<file path="src/rtl/dmac_pkg.sv">
// Shared types for the DMA channel run-state controller.
// Assumes a 2-bit state code in which value 3 is reserved for the error view.
package dmac_pkg;
    localparam int STATE_W = 2;

    typedef enum logic [STATE_W-1:0] {
        RS_OFF  = 2'd0,
        RS_RUN  = 2'd1,
        RS_HOLD = 2'd2
    } run_state_e;

    localparam logic [STATE_W-1:0] ERR_CODE = 2'd3;
endpackage

</file>
<file path="src/rtl/dmac_cfg_bits.sv">
// Control-bit holder: keeps enable, continue, restart and pointer-type bits.
// It presents the effective value of each bit, which is the written value in the
// cycle of a write, so that the state machine acts on a write in that same cycle.
// Assumes the clear requests from the state machine are based on effective values.
module dmac_cfg_bits (
    input  logic clk,
    input  logic rst_n,
    input  logic wr,
    input  logic wr_en,
    input  logic wr_cont,
    input  logic wr_from_start,
    input  logic wr_mem_ptr,
    input  logic clr_en,
    input  logic clr_cont,
    output logic eff_en,
    output logic eff_cont,
    output logic eff_from_start,
    output logic eff_mem_ptr,
    output logic en_q,
    output logic cont_q
);
    logic from_start_q;
    logic mem_ptr_q;

    // Select the written value in a write cycle, else the stored one.
    always_comb begin
        eff_en         = wr ? wr_en         : en_q;
        eff_cont       = wr ? wr_cont       : cont_q;
        eff_from_start = wr ? wr_from_start : from_start_q;
        eff_mem_ptr    = wr ? wr_mem_ptr    : mem_ptr_q;
    end

    // Store the effective bits, applying self-clears from the state machine.
    always_ff @(posedge clk) begin
        if (!rst_n) begin
            en_q         <= 1'b0;
            cont_q       <= 1'b0;
            from_start_q <= 1'b0;
            mem_ptr_q    <= 1'b0;
        end else begin
            en_q         <= eff_en & ~clr_en;
            cont_q       <= eff_cont & ~clr_cont;
            from_start_q <= eff_from_start;
            mem_ptr_q    <= eff_mem_ptr;
        end
    end
endmodule

</file>
<file path="src/rtl/dmac_run_fsm.sv">
// Run-state machine: decides the next run state, the error flag, the bit clears
// and the request and event bits for the following cycle.
// A control write takes priority over engine strobes in the same cycle.
// Engine strobes count only while enabled, and a fetch error beats a completion.
module dmac_run_fsm #(
    parameter int CMD_W    = 2,
    parameter int HALT_CMD = 1,
    parameter int STOP_CMD = 2
) (
    input  logic                clk,
    input  logic                rst_n,
    input  logic                wr,
    input  logic                eff_en,
    input  logic                eff_cont,
    input  logic                eff_from_start,
    input  logic                eff_mem_ptr,
    input  logic                done_stb,
    input  logic [CMD_W-1:0]    done_cmd,
    input  logic                fetch_err,
    output dmac_pkg::run_state_e state_q,
    output logic                err_q,
    output logic                clr_en,
    output logic                clr_cont,
    output logic                start_nxt,
    output logic                adv_nxt,
    output logic                pause_nxt,
    output logic                done_nxt
);
    import dmac_pkg::*;

    localparam logic [CMD_W-1:0] HALT_V = CMD_W'(HALT_CMD);
    localparam logic [CMD_W-1:0] STOP_V = CMD_W'(STOP_CMD);

    run_state_e st_nxt;
    logic       err_nxt;

    // Next-state and request decode for one cycle.
    always_comb begin
        st_nxt    = state_q;
        err_nxt   = err_q;
        clr_en    = 1'b0;
        clr_cont  = 1'b0;
        start_nxt = 1'b0;
        adv_nxt   = 1'b0;
        pause_nxt = 1'b0;
        done_nxt  = 1'b0;
        if (wr) begin
            if (eff_en) begin
                err_nxt = 1'b0;
                if (state_q == RS_HOLD && eff_cont) begin
                    clr_cont = 1'b1;
                    st_nxt   = RS_RUN;
                    if (eff_from_start) start_nxt = 1'b1;
                    else                adv_nxt   = 1'b1;
                end else if (state_q == RS_OFF) begin
                    start_nxt = 1'b1;
                    st_nxt    = RS_RUN;
                end
            end else if (state_q == RS_HOLD && eff_cont) begin
                st_nxt = RS_OFF;
            end
        end else if (state_q == RS_RUN) begin
            if (fetch_err) begin
                err_nxt = 1'b1;
                st_nxt  = RS_OFF;
            end else if (done_stb) begin
                done_nxt = 1'b1;
                if (!eff_mem_ptr || done_cmd == STOP_V) begin
                    clr_en = 1'b1;
                    st_nxt = RS_OFF;
                end else if (done_cmd == HALT_V) begin
                    st_nxt    = RS_HOLD;
                    pause_nxt = 1'b1;
                end else begin
                    adv_nxt = 1'b1;
                end
            end
        end
    end

    // Hold the run state and the error flag.
    always_ff @(posedge clk) begin
        if (!rst_n) begin
            state_q <= RS_OFF;
            err_q   <= 1'b0;
        end else begin
            state_q <= st_nxt;
            err_q   <= err_nxt;
        end
    end
endmodule

</file>
<file path="src/rtl/dmac_evt_reg.sv">
// Output pulse register: one flop per request or event line.
// Assumes every input bit is already a single-cycle pulse.
module dmac_evt_reg #(
    parameter int N = 4
) (
    input  logic         clk,
    input  logic         rst_n,
    input  logic [N-1:0] d,
    output logic [N-1:0] q
);
    for (genvar i = 0; i < N; i++) begin : g_bit
        // Register one pulse line.
        always_ff @(posedge clk) begin
            if (!rst_n) q[i] <= 1'b0;
            else        q[i] <= d[i];
        end
    end
endmodule

</file>
<file path="src/rtl/dmac_run_ctrl.sv">
// Top of the DMA channel run-state controller.
// It joins the control-bit holder, the run-state machine and the pulse register.
// The error flag overrides the state code with value 3.
// Assumes each write and each engine strobe lasts a single cycle.
module dmac_run_ctrl #(
    parameter int CMD_W    = 2,
    parameter int HALT_CMD = 1,
    parameter int STOP_CMD = 2
) (
    input  logic             clk,
    input  logic             rst_n,
    input  logic             cfg_wr,
    input  logic             cfg_en,
    input  logic             cfg_cont,
    input  logic             cfg_from_start,
    input  logic             cfg_mem_ptr,
    input  logic             desc_done,
    input  logic [CMD_W-1:0] desc_cmd,
    input  logic             fetch_err,
    output logic [1:0]       state_code,
    output logic             chan_en,
    output logic             cont_pend,
    output logic             start_req,
    output logic             adv_req,
    output logic             pause_evt,
    output logic             done_evt
);
    import dmac_pkg::*;

    localparam int EVT_N = 4;

    logic       eff_en, eff_cont, eff_from_start, eff_mem_ptr;
    logic       clr_en, clr_cont;
    logic       start_nxt, adv_nxt, pause_nxt, done_nxt;
    logic       err_q;
    run_state_e state_q;
    logic [EVT_N-1:0] evt_q;

    dmac_cfg_bits u_cfg (
        .clk(clk), .rst_n(rst_n), .wr(cfg_wr),
        .wr_en(cfg_en), .wr_cont(cfg_cont),
        .wr_from_start(cfg_from_start), .wr_mem_ptr(cfg_mem_ptr),
        .clr_en(clr_en), .clr_cont(clr_cont),
        .eff_en(eff_en), .eff_cont(eff_cont),
        .eff_from_start(eff_from_start), .eff_mem_ptr(eff_mem_ptr),
        .en_q(chan_en), .cont_q(cont_pend)
    );

    dmac_run_fsm #(.CMD_W(CMD_W), .HALT_CMD(HALT_CMD), .STOP_CMD(STOP_CMD)) u_fsm (
        .clk(clk), .rst_n(rst_n), .wr(cfg_wr),
        .eff_en(eff_en), .eff_cont(eff_cont),
        .eff_from_start(eff_from_start), .eff_mem_ptr(eff_mem_ptr),
        .done_stb(desc_done), .done_cmd(desc_cmd), .fetch_err(fetch_err),
        .state_q(state_q), .err_q(err_q),
        .clr_en(clr_en), .clr_cont(clr_cont),
        .start_nxt(start_nxt), .adv_nxt(adv_nxt),
        .pause_nxt(pause_nxt), .done_nxt(done_nxt)
    );

    dmac_evt_reg #(.N(EVT_N)) u_evt (
        .clk(clk), .rst_n(rst_n),
        .d({done_nxt, pause_nxt, adv_nxt, start_nxt}),
        .q(evt_q)
    );

    // Present the status code and split the pulse vector.
    always_comb begin
        state_code = err_q ? ERR_CODE : state_q;
        start_req  = evt_q[0];
        adv_req    = evt_q[1];
        pause_evt  = evt_q[2];
        done_evt   = evt_q[3];
    end
endmodule

</file>
<file path="config.mk">
export PLATFORM = sky130hd
export DESIGN_NAME = dmac_run_ctrl
export DESIGN_NICKNAME = d
export VERILOG_FILES = /design/src/rtl/dmac_pkg.sv /design/src/rtl/dmac_cfg_bits.sv /design/src/rtl/dmac_run_fsm.sv /design/src/rtl/dmac_evt_reg.sv /design/src/rtl/dmac_run_ctrl.sv
export SDC_FILE = /design/constraint.sdc
export NUM_CORES = 1
export LEC_CHECK = 0
export BUFFER_PORTS_ARGS = -buffer_cell sky130_fd_sc_hd__clkbuf_2
export CAP_MARGIN = 5
export CORE_AREA = 5 5 42 44
export CTS_BUF_LIST = sky130_fd_sc_hd__clkbuf_4 sky130_fd_sc_hd__clkbuf_8 sky130_fd_sc_hd__clkbuf_16
export CTS_CLUSTER_DIAMETER = 100
export CTS_CLUSTER_SIZE = 14
export DETAILED_ROUTE_END_ITERATION = 10
export DIE_AREA = 0 0 47 49
export PLACE_DENSITY = 0.72
export SYNTH_ARGS = -nofsm -noshare
export SYNTH_HDL_FRONTEND = slang
export SYNTH_SLANG_ARGS = --single-unit
</file>
<file path="constraint.sdc">
create_clock -name clk -period 1.1 [get_ports clk]
set_input_delay 0.055 -clock clk [delete_from_list [all_inputs] [get_ports clk]]
set_output_delay 0.055 -clock clk [all_outputs]
set_load 0.02 [all_outputs]
</file>
-- Word level (Yosys, flattened, before mapping)
Index checks and enable logic that the tools add are counted.
- bits in registers: 11
- latch bits: 0
- RAM bits: 0
- ROM bits: 0
- input bits: 11
- output and inout port bits: 8
- word-level logic and storage cells: 78
- memories: 0
- add/sub/neg operators: 0
- $mul: 0
- divide/modulo/power cells: 0
- $lt $le $gt $ge: 0
- equality and inequality tests: 7
- shifts and indexed selects: 0
- mux-type cells: 41
- bitwise operators: 7
- reduce and logical (&&, ||, !) cells: 13
- operators by type and width (operator ; count):
    2-to-1 mux 1 bit ; 30
    2-to-1 mux 2 bit ; 11
    inequality test 3 x 1 -> 1 bit, second input constant ; 2
    AND reduction 3 bit ; 2
    OR reduction 6 bit ; 1
    inverter 1 bit ; 5
    AND reduction 5 bit ; 1
    == test 2 x 1 -> 1 bit, second input constant ; 2
    == test 2 bit, second input constant ; 2
    nonzero test 2 bit ; 2
    nonzero test 4 bit ; 1
    OR reduction 4 bit ; 1
    nonzero test 3 bit ; 1
    bitwise AND 1 bit ; 2
    zero test 2 bit ; 1
    inequality test 2 x 1 -> 1 bit, second input constant ; 1
    logical AND 1 bit ; 1
    zero test 1 bit ; 1
    logical OR 1 bit ; 1

-- Logic depth before layout (Yosys ltp)
Gate-level depths: netlist of the first run.
- depth in word-level cells: 10
- gate-level depth with buffers: 5
- mapped depth without buffers: 4

-- By module
From an unflattened synthesis of the first run, not the netlist that was laid out.
- cells, all modules: 53
- area, all modules: 538.0 µm²
- by module, submodules not included (module ; instances ; cells each ; area an instance (µm²) ; seq. area each (µm²)):
    dmac_run_fsm ; 1 ; 31 ; 254.0 ; 60.1
    dmac_cfg_bits ; 1 ; 12 ; 166.4 ; 80.1
    dmac_evt_reg ; 1 ; 8 ; 105.1 ; 80.1
    dmac_run_ctrl ; 1 ; 2 ; 12.5 ; 0.0

-- Worst setup path before layout of the first run
No wires, ideal clock.
- path kind: reg-to-reg
- start: register u_fsm.state_q[0]
- end: register u_fsm.state_q[0]
- setup time: 72 ps
- arrival time: 993 ps
- required time: 1028 ps
- slack: 36 ps
- cell stages (with the launch flop): 5
- buffers on the path: 0
- clock period less this slack: 1064 ps
- cell sequence: dfxtp_1 -> nor2b_1 -> and2_1 -> o2bb2ai_2 -> mux2i_1
- longest elaborated chain between the ends: 5
- elaborated cells between the ends (all ways): 11
- classes of those cells: eq/ne (4); mux (3); reduce/logical (4)
- RTL lines (element ; RTL line ; source):
    from (decl) ; dmac_run_fsm.sv:20 ; output dmac_pkg::run_state_e state_q,
    from (signal assigned) ; dmac_run_fsm.sv:87 ; state_q <= st_nxt;
    == test 2 bit ; dmac_run_fsm.sv:50, dmac_run_fsm.sv:59 ;
    logical AND 1 bit ; dmac_run_fsm.sv:50, dmac_run_fsm.sv:59 ;
    2-to-1 mux 2 bit ; dmac_run_fsm.sv:50 ; if (state_q == RS_HOLD && eff_cont) begin
    2-to-1 mux 2 bit ; dmac_run_fsm.sv:48 ; if (eff_en) begin
    2-to-1 mux 2 bit ; dmac_run_fsm.sv:47 ; if (wr) begin
Parallel ways exist; a longest one is shown, timed or not.
A chain may end at the register's enable or synchronous reset.

-- Worst setup path in the final report of the first run
- start: register u_fsm.state_q[0]
- end: register u_fsm.state_q[1]
Same word-level chain as after synthesis.

==> metrics.md, run 1 <==
| Metric | Value |
|---|---|
| Nets@finish | `93` |
| Drc violations | `0` |
| Post-synth EDFFs | `0` |
| DR vias | `496` |
| Min Tclk post-route | `1160 ps` |
| # rows | `14` |
| Yosys Warn Count | `0` |
| Post-Syn Area | `512 um^2` |
| Vias in the first global route | `483` |
| CP Capture Point | `u_fsm.state_q[1]` |
| Worst Tran Pin Value | `340 ps` |
| Mean Syn Cell Area | `9.14 um^2` |
| Failing checks | `negative setup slack` |
| RSZ-0062 raised after global routing | `true` |
| WP data required | `1290 ps` |
| Rel. slew slack | `77.3%` |
| TritonCTS clock tree | `yes` |
| Post-route ant nets | `0` |
| Worst-skew pair later-pin latency | `270 ps` |
| Worst R2R Setup Slack | `-60 ps` |
| Root Buffer | `clkbuf_4` |
| Final worst path period share | `106%` |
| Leakage | `0.341 nW` |
| GP Congestion | `0.784` |
| Synth Register Bits | `11` |
| Slew Limit Fails | `0` |
| Share of layout cells above drive strength 1 | `49.4%` |
| H-tree Lvls | `1` |
| Crit Path Max Fanout | `4` |
| Mean routed wirelength per cell | `13.4 um` |
| FILL cells | `136` |
| First-pass GRT wire length | `1980 um` |
| Setup crit end kind | `flip-flop` |
| Max frequency | `861 MHz` |
| WS Path Type | `reg2reg` |
| Worst r2r path cells | `4` |
| Core ar. | `1400 um^2` |
| P per Cell Area | `1150 nW/um^2` |
| Gr ovfl total | `0` |
| Post-DP Area | `636 um^2` |
| Critical R2R Launch | `u_fsm.state_q[0]` |
| Yosys top cell area share | `43.0%` |
| Syn Nets | `67` |
| Antenna violations before repair | `0` |
| Global Route Usage Sum | `11.7%` |
| Max Buffers Root-to-Sink | `2` |
| Pin count of the biggest net entering global routing | `13` |
| Crit path launch | `u_fsm.state_q[0]` |
| Sequential Area | `225 um^2` |
| Peak supply drop | `634 uV` |
| Final setup margin | `-61.2 ps` |
| 1st-iter DRT viols | `14` |
| N_diodes | `0` |
| Synth area leaders | `dfxtp_1 43%, mux2i_1 7.8%, nor2b_1 6.1%` |
| DP Worst Slack | `-17.4 ps` |
| Ys async rst share | `0%` |
| Clock skew | `1.53 ps` |
| Fin. Hold Viols | `0` |
| Area of the multi-input gates | `312 um^2` |
| Hold Slack | `101 ps` |
| Clk pin slew, worst setup/hold paths | `70 ps` |
| Max_cap viols | `0` |
| Setup crit start kind | `flip-flop` |
| Die width | `47 um` |
| Final instance area | `753 um^2` |
| First-pass DRT Iterations | `4` |
| R2R Path End | `u_fsm.state_q[1]` |
| I/O Buffers | `18` |
| Worst Path Arrival | `1350 ps` |
| Most frequent cell after synthesis | `dfxtp_1` |
| Post-synth top area cell | `dfxtp_1` |
| Seq/Total Area, Yosys | `43.0%` |
| Layout area overhead | `47.2%` |
| Sink Count | `11` |
| Hpwl dp | `877 um` |
| Core Util, Final | `53.8%` |
| Die Span Y | `49 um` |
| Worst hold path type | `in2reg` |
| Yosys cell types | `24` |
| Total routed wirelength | `1300 um` |
| Die ar. | `2300 um^2` |
| Gate Count Post-Synth | `56` |
| Cts bufs inserted | `3` |
| Outcome | `finished, violations left` |
| Post-synth top flop | `dfxtp_1` |
| I/O pin count | `19` |
| Initial Utilization | `36.5%` |
| TNS Setup | `-195 ps` |
| Via/cell ratio | `5.11` |
| Commonest cells post-synth | `11 x dfxtp_1, 6 x nand2_1, 5 x nor2b_1` |
| Final setup fails | `4` |
-- power by group --
group          total, mW  switching, mW  internal, mW
registers          0.414        0.00622         0.408
logic              0.142         0.0745        0.0677
clock network      0.308          0.143         0.165
-- how the worst min path moves through the flow --
stage	from	endpoint	slack, ps	cells after the start
final	fetch_err	u_fsm.err_q	100	3
after detailed placement	cfg_en	u_fsm.state_q[0]	370	3
after floorplan	cfg_en	u_fsm.state_q[0]	220	2
after CTS	cfg_en	u_fsm.state_q[0]	60	3
after global placement	cfg_en	u_fsm.state_q[0]	360	3
after global routing	desc_done	u_evt.q[3]	110	2
-- worst max-delay path, cell delays in order, from the launching register on --
cell and delay, ps:
dfxtp_2 330, nor2b_2 180, and2_4 170, o2bb2ai_4 170, mux2i_1 220
-- final cells by class --
cell class,count,share of cell area (%)
Timing Repair Buffer,23,20.6
Sequential cell,11,29.9
Inverter,3,1.50
Tap cell,16,2.66
Multi-Input combinational cell,40,41.4
Clock buffer,4,3.99
-- metal layers --
metal	wire [um]	track usage (%)
met3	48	2.21
met4	36	7.37
met1	481	13.1
met2	730	19.2
met5	0	0
-- repair_timing --
item	CTS	global route
hold buffers	0	0
resized for setup	11	9
buffers inserted	2	0
pin swaps	2	2
endpoints found under the setup margin	4	7
-- metrics by stage --
stage / instances / total power, mW
after detailed placement: 91 / 0.543
after global routing: 97 / 0.901
after global placement: 91 / 0.541
after CTS: 97 / 0.871
final: 97 / 0.865
after floorplan: 56 / 0.498
-- flip-flops by register name, indices dropped and copies added, names as in the netlist --
| register | flops |
|---|---|
| u_cfg.mem_ptr_q | 1 |
| u_evt.q | 4 |
| u_fsm.err_q | 1 |
| u_fsm.state_q | 2 |
| u_cfg.from_start_q | 1 |
| u_cfg.cont_q | 1 |
| u_cfg.en_q | 1 |
-- cells in the final DEF, fill, tap and decap left out, drive strengths merged --
cell type / n
nor2b: 5
o21ai: 3
nand4b: 1
mux2i: 4
buf: 7
o311a: 1
mux2: 1
and4: 1
xor2: 1
nand2b: 2
inv: 3
o2bb2ai: 1
nand3: 2
a32oi: 1
and3: 1
or2: 2
a211oi: 1
nand2: 6
dfxtp: 11
and2: 1
clkbuf: 20
o2111ai: 1
nor2: 4
a21oi: 1
-- cell families (layout without fill, tap and decap cells) --
logic type / count (synthesis) / after routing / share of synthesized area, %
compound gates: 9 / 9 / 14.9
simple gates: 25 / 25 / 26.4
buf+inv: 5 / 30 / 3.91
flops: 11 / 11 / 43.0
mux: 5 / 5 / 10.0
xor+xnor: 1 / 1 / 1.71
(Power assumes the default switching activity.)
==> run 2: changes to the inputs <==
Settings changed: BUFFER_PORTS_ARGS -buffer_cell sky130_fd_sc_hd__clkbuf_2 to default, DONT_BUFFER_PORTS from default to 1, PLACE_DENSITY 0.72 to 0.6.
==> run 2 against run 1 <==
  * The flow now finishes without violations
  * Register-to-register slack better by 70 ps
  * Sequential cell count did not move
  * Sequential share of layout area grew 2.3 points
  * Worst hold slack lost 86 ps
  * Non-clock buffer count shrank 12
  * Sequential power rose by 1%
  * Critical path type unchanged
==> metrics.md, run 2 (synthesized netlist as in run 1, its figures left out) <==
| Metric | Value |
|---|---|
| Outcome | `finished, final reports clean (was finished, violations left)` |
| Reg power frac | `49.7% (was 47.9%)` |
| Area of the multi-input gates | `309 um^2 (was 312 um^2)` |
| Rel. slew slack | `74.0% (was 77.3%)` |
| Worst R2R Setup Slack | `7 ps (was -60 ps)` |
| H-tree Lvls | `1 (unchanged)` |
| Most flop-heavy register | `u_evt.q (unchanged)` |
| Root Buffer | `clkbuf_4 (unchanged)` |
| First-pass DRT Iterations | `4 (unchanged)` |
| Max Buffers Root-to-Sink | `2 (unchanged)` |
| Share of layout cells above drive strength 1 | `30.4% (was 49.4%)` |
| Final setup fails | `0 (was 4)` |
| Via/cell ratio | `5.51 (was 5.11)` |
| Final instance area | `687 um^2 (was 753 um^2)` |
| Fin. Hold Viols | `0 (unchanged)` |
| Worst r2r path cells | `4 (unchanged)` |
| Global Route Usage Sum | `11.9% (was 11.7%)` |
| R2R Path End | `u_fsm.state_q[1] (unchanged)` |
| WP data required | `1260 ps (was 1290 ps)` |
| Worst Path Arrival | `1250 ps (was 1350 ps)` |
| Pin count of the biggest net entering global routing | `12 (was 13)` |
| Min Tclk post-route | `1090 ps (was 1160 ps)` |
| # rows | `14 (unchanged)` |
| Clk pin slew, worst setup/hold paths | `70 ps (about the same)` |
| Largest registers | `u_evt.q: 4 flops, u_fsm.state_q: 2 flops (unchanged)` |
| Total routed wirelength | `1300 um (about the same)` |
| First-pass GRT wire length | `1980 um (unchanged)` |
| TritonCTS clock tree | `yes (unchanged)` |
| Sequential Area | `221 um^2 (was 225 um^2)` |
| Critical R2R Launch | `u_fsm.state_q[1] (was u_fsm.state_q[0])` |
| Final worst path period share | `99.4% (was 106%)` |
| Hold path start | `rst_n (was fetch_err)` |
| Crit path launch | `u_fsm.state_q[1] (was u_fsm.state_q[0])` |
| Worst-skew pair later-pin latency | `270 ps (about the same)` |
| N_diodes | `0 (unchanged)` |
| I/O Buffers | `0 (was 18)` |
| TNS Setup | `0 ps (was -195 ps)` |
| Sw Pwr | `0.205 mW (was 0.224 mW)` |
| Vias in the first global route | `454 (was 483)` |
| DR vias | `468 (was 496)` |
| Leakage | `0.281 nW (was 0.341 nW)` |
| Clock share of power | `35.9% (was 35.7%)` |
| RSZ-0062 raised after global routing | `true (unchanged)` |
| Internal power | `0.638 mW (was 0.641 mW)` |
| Core Util, Final | `49.0% (was 53.8%)` |
| Net Sw Frac | `24.3% (was 25.9%)` |
| P per Cell Area | `1230 nW/um^2 (was 1150 nW/um^2)` |
| Layout area overhead | `34.2% (was 47.2%)` |
| Slew Limit Fails | `0 (unchanged)` |
| Clock skew | `2.13 ps (was 1.53 ps)` |
| 1st-iter DRT viols | `14 (unchanged)` |
| CP delay by family, top | `compound AO/OA/AOI/OAI gates (was simple AND/OR/NAND/NOR gates)` |
| Peak supply drop | `769 uV (was 634 uV)` |
| I/O pin count | `19 (unchanged)` |
| Mean routed wirelength per cell | `15.3 um (was 13.4 um)` |
| Max reg flops | `4 (unchanged)` |
| Setup crit start kind | `flip-flop (unchanged)` |
| Worst Hold Depth | `1 (was 3)` |
| Post-CTS setup buffers | `0 (was 2)` |
| Die width | `47 um (unchanged)` |
| Max frequency | `915 MHz (was 861 MHz)` |
| Initial Utilization | `36.5% (unchanged)` |
| Post-DP Area | `568 um^2 (was 636 um^2)` |
| Sink Count | `11 (unchanged)` |
| Antenna violations before repair | `0 (unchanged)` |
| FILL cells | `140 (was 136)` |
| Most frequent cells in the layout | `10 x dfxtp_1, 6 x nand2_1, 6 x buf_4 (was 16 x clkbuf_2, 9 x dfxtp_1, 6 x nand2_1)` |
| Nets@finish | `81 (was 93)` |
| GP Congestion | `0.780 (was 0.784)` |
| Core ar. | `1400 um^2 (unchanged)` |
| Drc violations | `0 (unchanged)` |
| Max_cap viols | `0 (unchanged)` |
| Crit Path Max Fanout | `4 (unchanged)` |
| Setup crit end kind | `flip-flop (unchanged)` |
| Worst Path Buf+Inv | `0 (unchanged)` |
| Gr ovfl total | `0 (unchanged)` |
| Post-route ant nets | `0 (unchanged)` |
| WS Path Type | `reg2reg (unchanged)` |
| Worst hold path type | `in2reg (unchanged)` |
| Worst Tran Pin Value | `388 ps (was 340 ps)` |
| Comb pwr share | `14.5% (was 16.4%)` |
| Most common cell after layout, fill and taps aside | `dfxtp_1 (was clkbuf_2)` |
| Worst-path cell chain | `nand2b_4, a211oi_4, o2bb2ai_4, mux2i_1 (was nor2b_2, and2_4, o2bb2ai_4, mux2i_1)` |
| Slowest cell on crit path | `dfxtp_2 (unchanged)` |
| Hold path endpoint | `u_evt.q[3] (was u_fsm.err_q)` |
| Cts bufs inserted | `3 (unchanged)` |
| Hpwl dp | `888 um (was 877 um)` |
| Crit-path max cell delay | `340 ps (was 330 ps)` |
| Die ar. | `2300 um^2 (unchanged)` |
| Die Span Y | `49 um (unchanged)` |
[run 2: cell types whose count changed in the layout (fill, tap and decap cells not counted), sizes merged]
cell | before | now
buf | 7 | 6
clkbuf | 20 | 4
dlygate4sd3 | 0 | 5
[run 2: repair_timing]
action | CTS | global route
endpoints found under the setup margin | 4 | 3
pin swaps | 2 | 3
endpoints found under the hold margin | 11 | 0
hold buffers | 5 | 0
resized for setup | 7 | 2
[run 2: power by group through the flow]
stage / sequential (mW) / clock (mW) / combinational [mW]
2_1_floorplan: 0.433 / 0 / 0.0651
3_3_place_gp: 0.427 / 0 / 0.0859
3_5_place_dp: 0.428 / 0 / 0.0877
4_1_cts: 0.418 / 0.310 / 0.115
5_1_grt: 0.420 / 0.337 / 0.131
6_report: 0.419 / 0.303 / 0.122
[run 2: how the worst max path moves through the flow]
stage | slack [ps] | to | cells past startpoint
after CTS | 6 | u_fsm.state_q[0] | 4
after global placement | 10 | u_fsm.state_q[1] | 4
after floorplan | 40 | u_fsm.state_q[0] | 4
after global routing | -50 | u_fsm.state_q[0] | 4
final | 7 | u_fsm.state_q[1] | 4
after detailed placement | -10 | u_fsm.state_q[0] | 4
[run 2: area by class of cell]
class / count / share of cell area, %
clock buffer: 4 / 4.37
inverter: 3 / 1.64
sequential: 11 / 32.2
tap: 16 / 2.91
multi-input combinational: 40 / 45.0
timing repair buffer: 11 / 13.8
[run 2: metrics by stage]
step | std cells | total power [mW] | hold slack, ps | setup slack, ps
after floorplan | 56 | 0.498 | 219 | 35.8
after global placement | 76 | 0.513 | 178 | 13.5
after detailed placement | 76 | 0.515 | 181 | -13.0
after CTS | 85 | 0.844 | 9.72 | 6.31
after global routing | 85 | 0.887 | 6.66 | -50.0
final | 85 | 0.843 | 14.1 | 6.68
[run 2: layer usage]
layer | track usage [%] | vias up | wire length [um]
li1 | - | 219 | -
met1 | 13.6 | 222 | 508
met2 | 18.6 | 23 | 662
met3 | 3.69 | 4 | 107
met4 | 6.91 | 0 | 20
met5 | 0 | - | 0
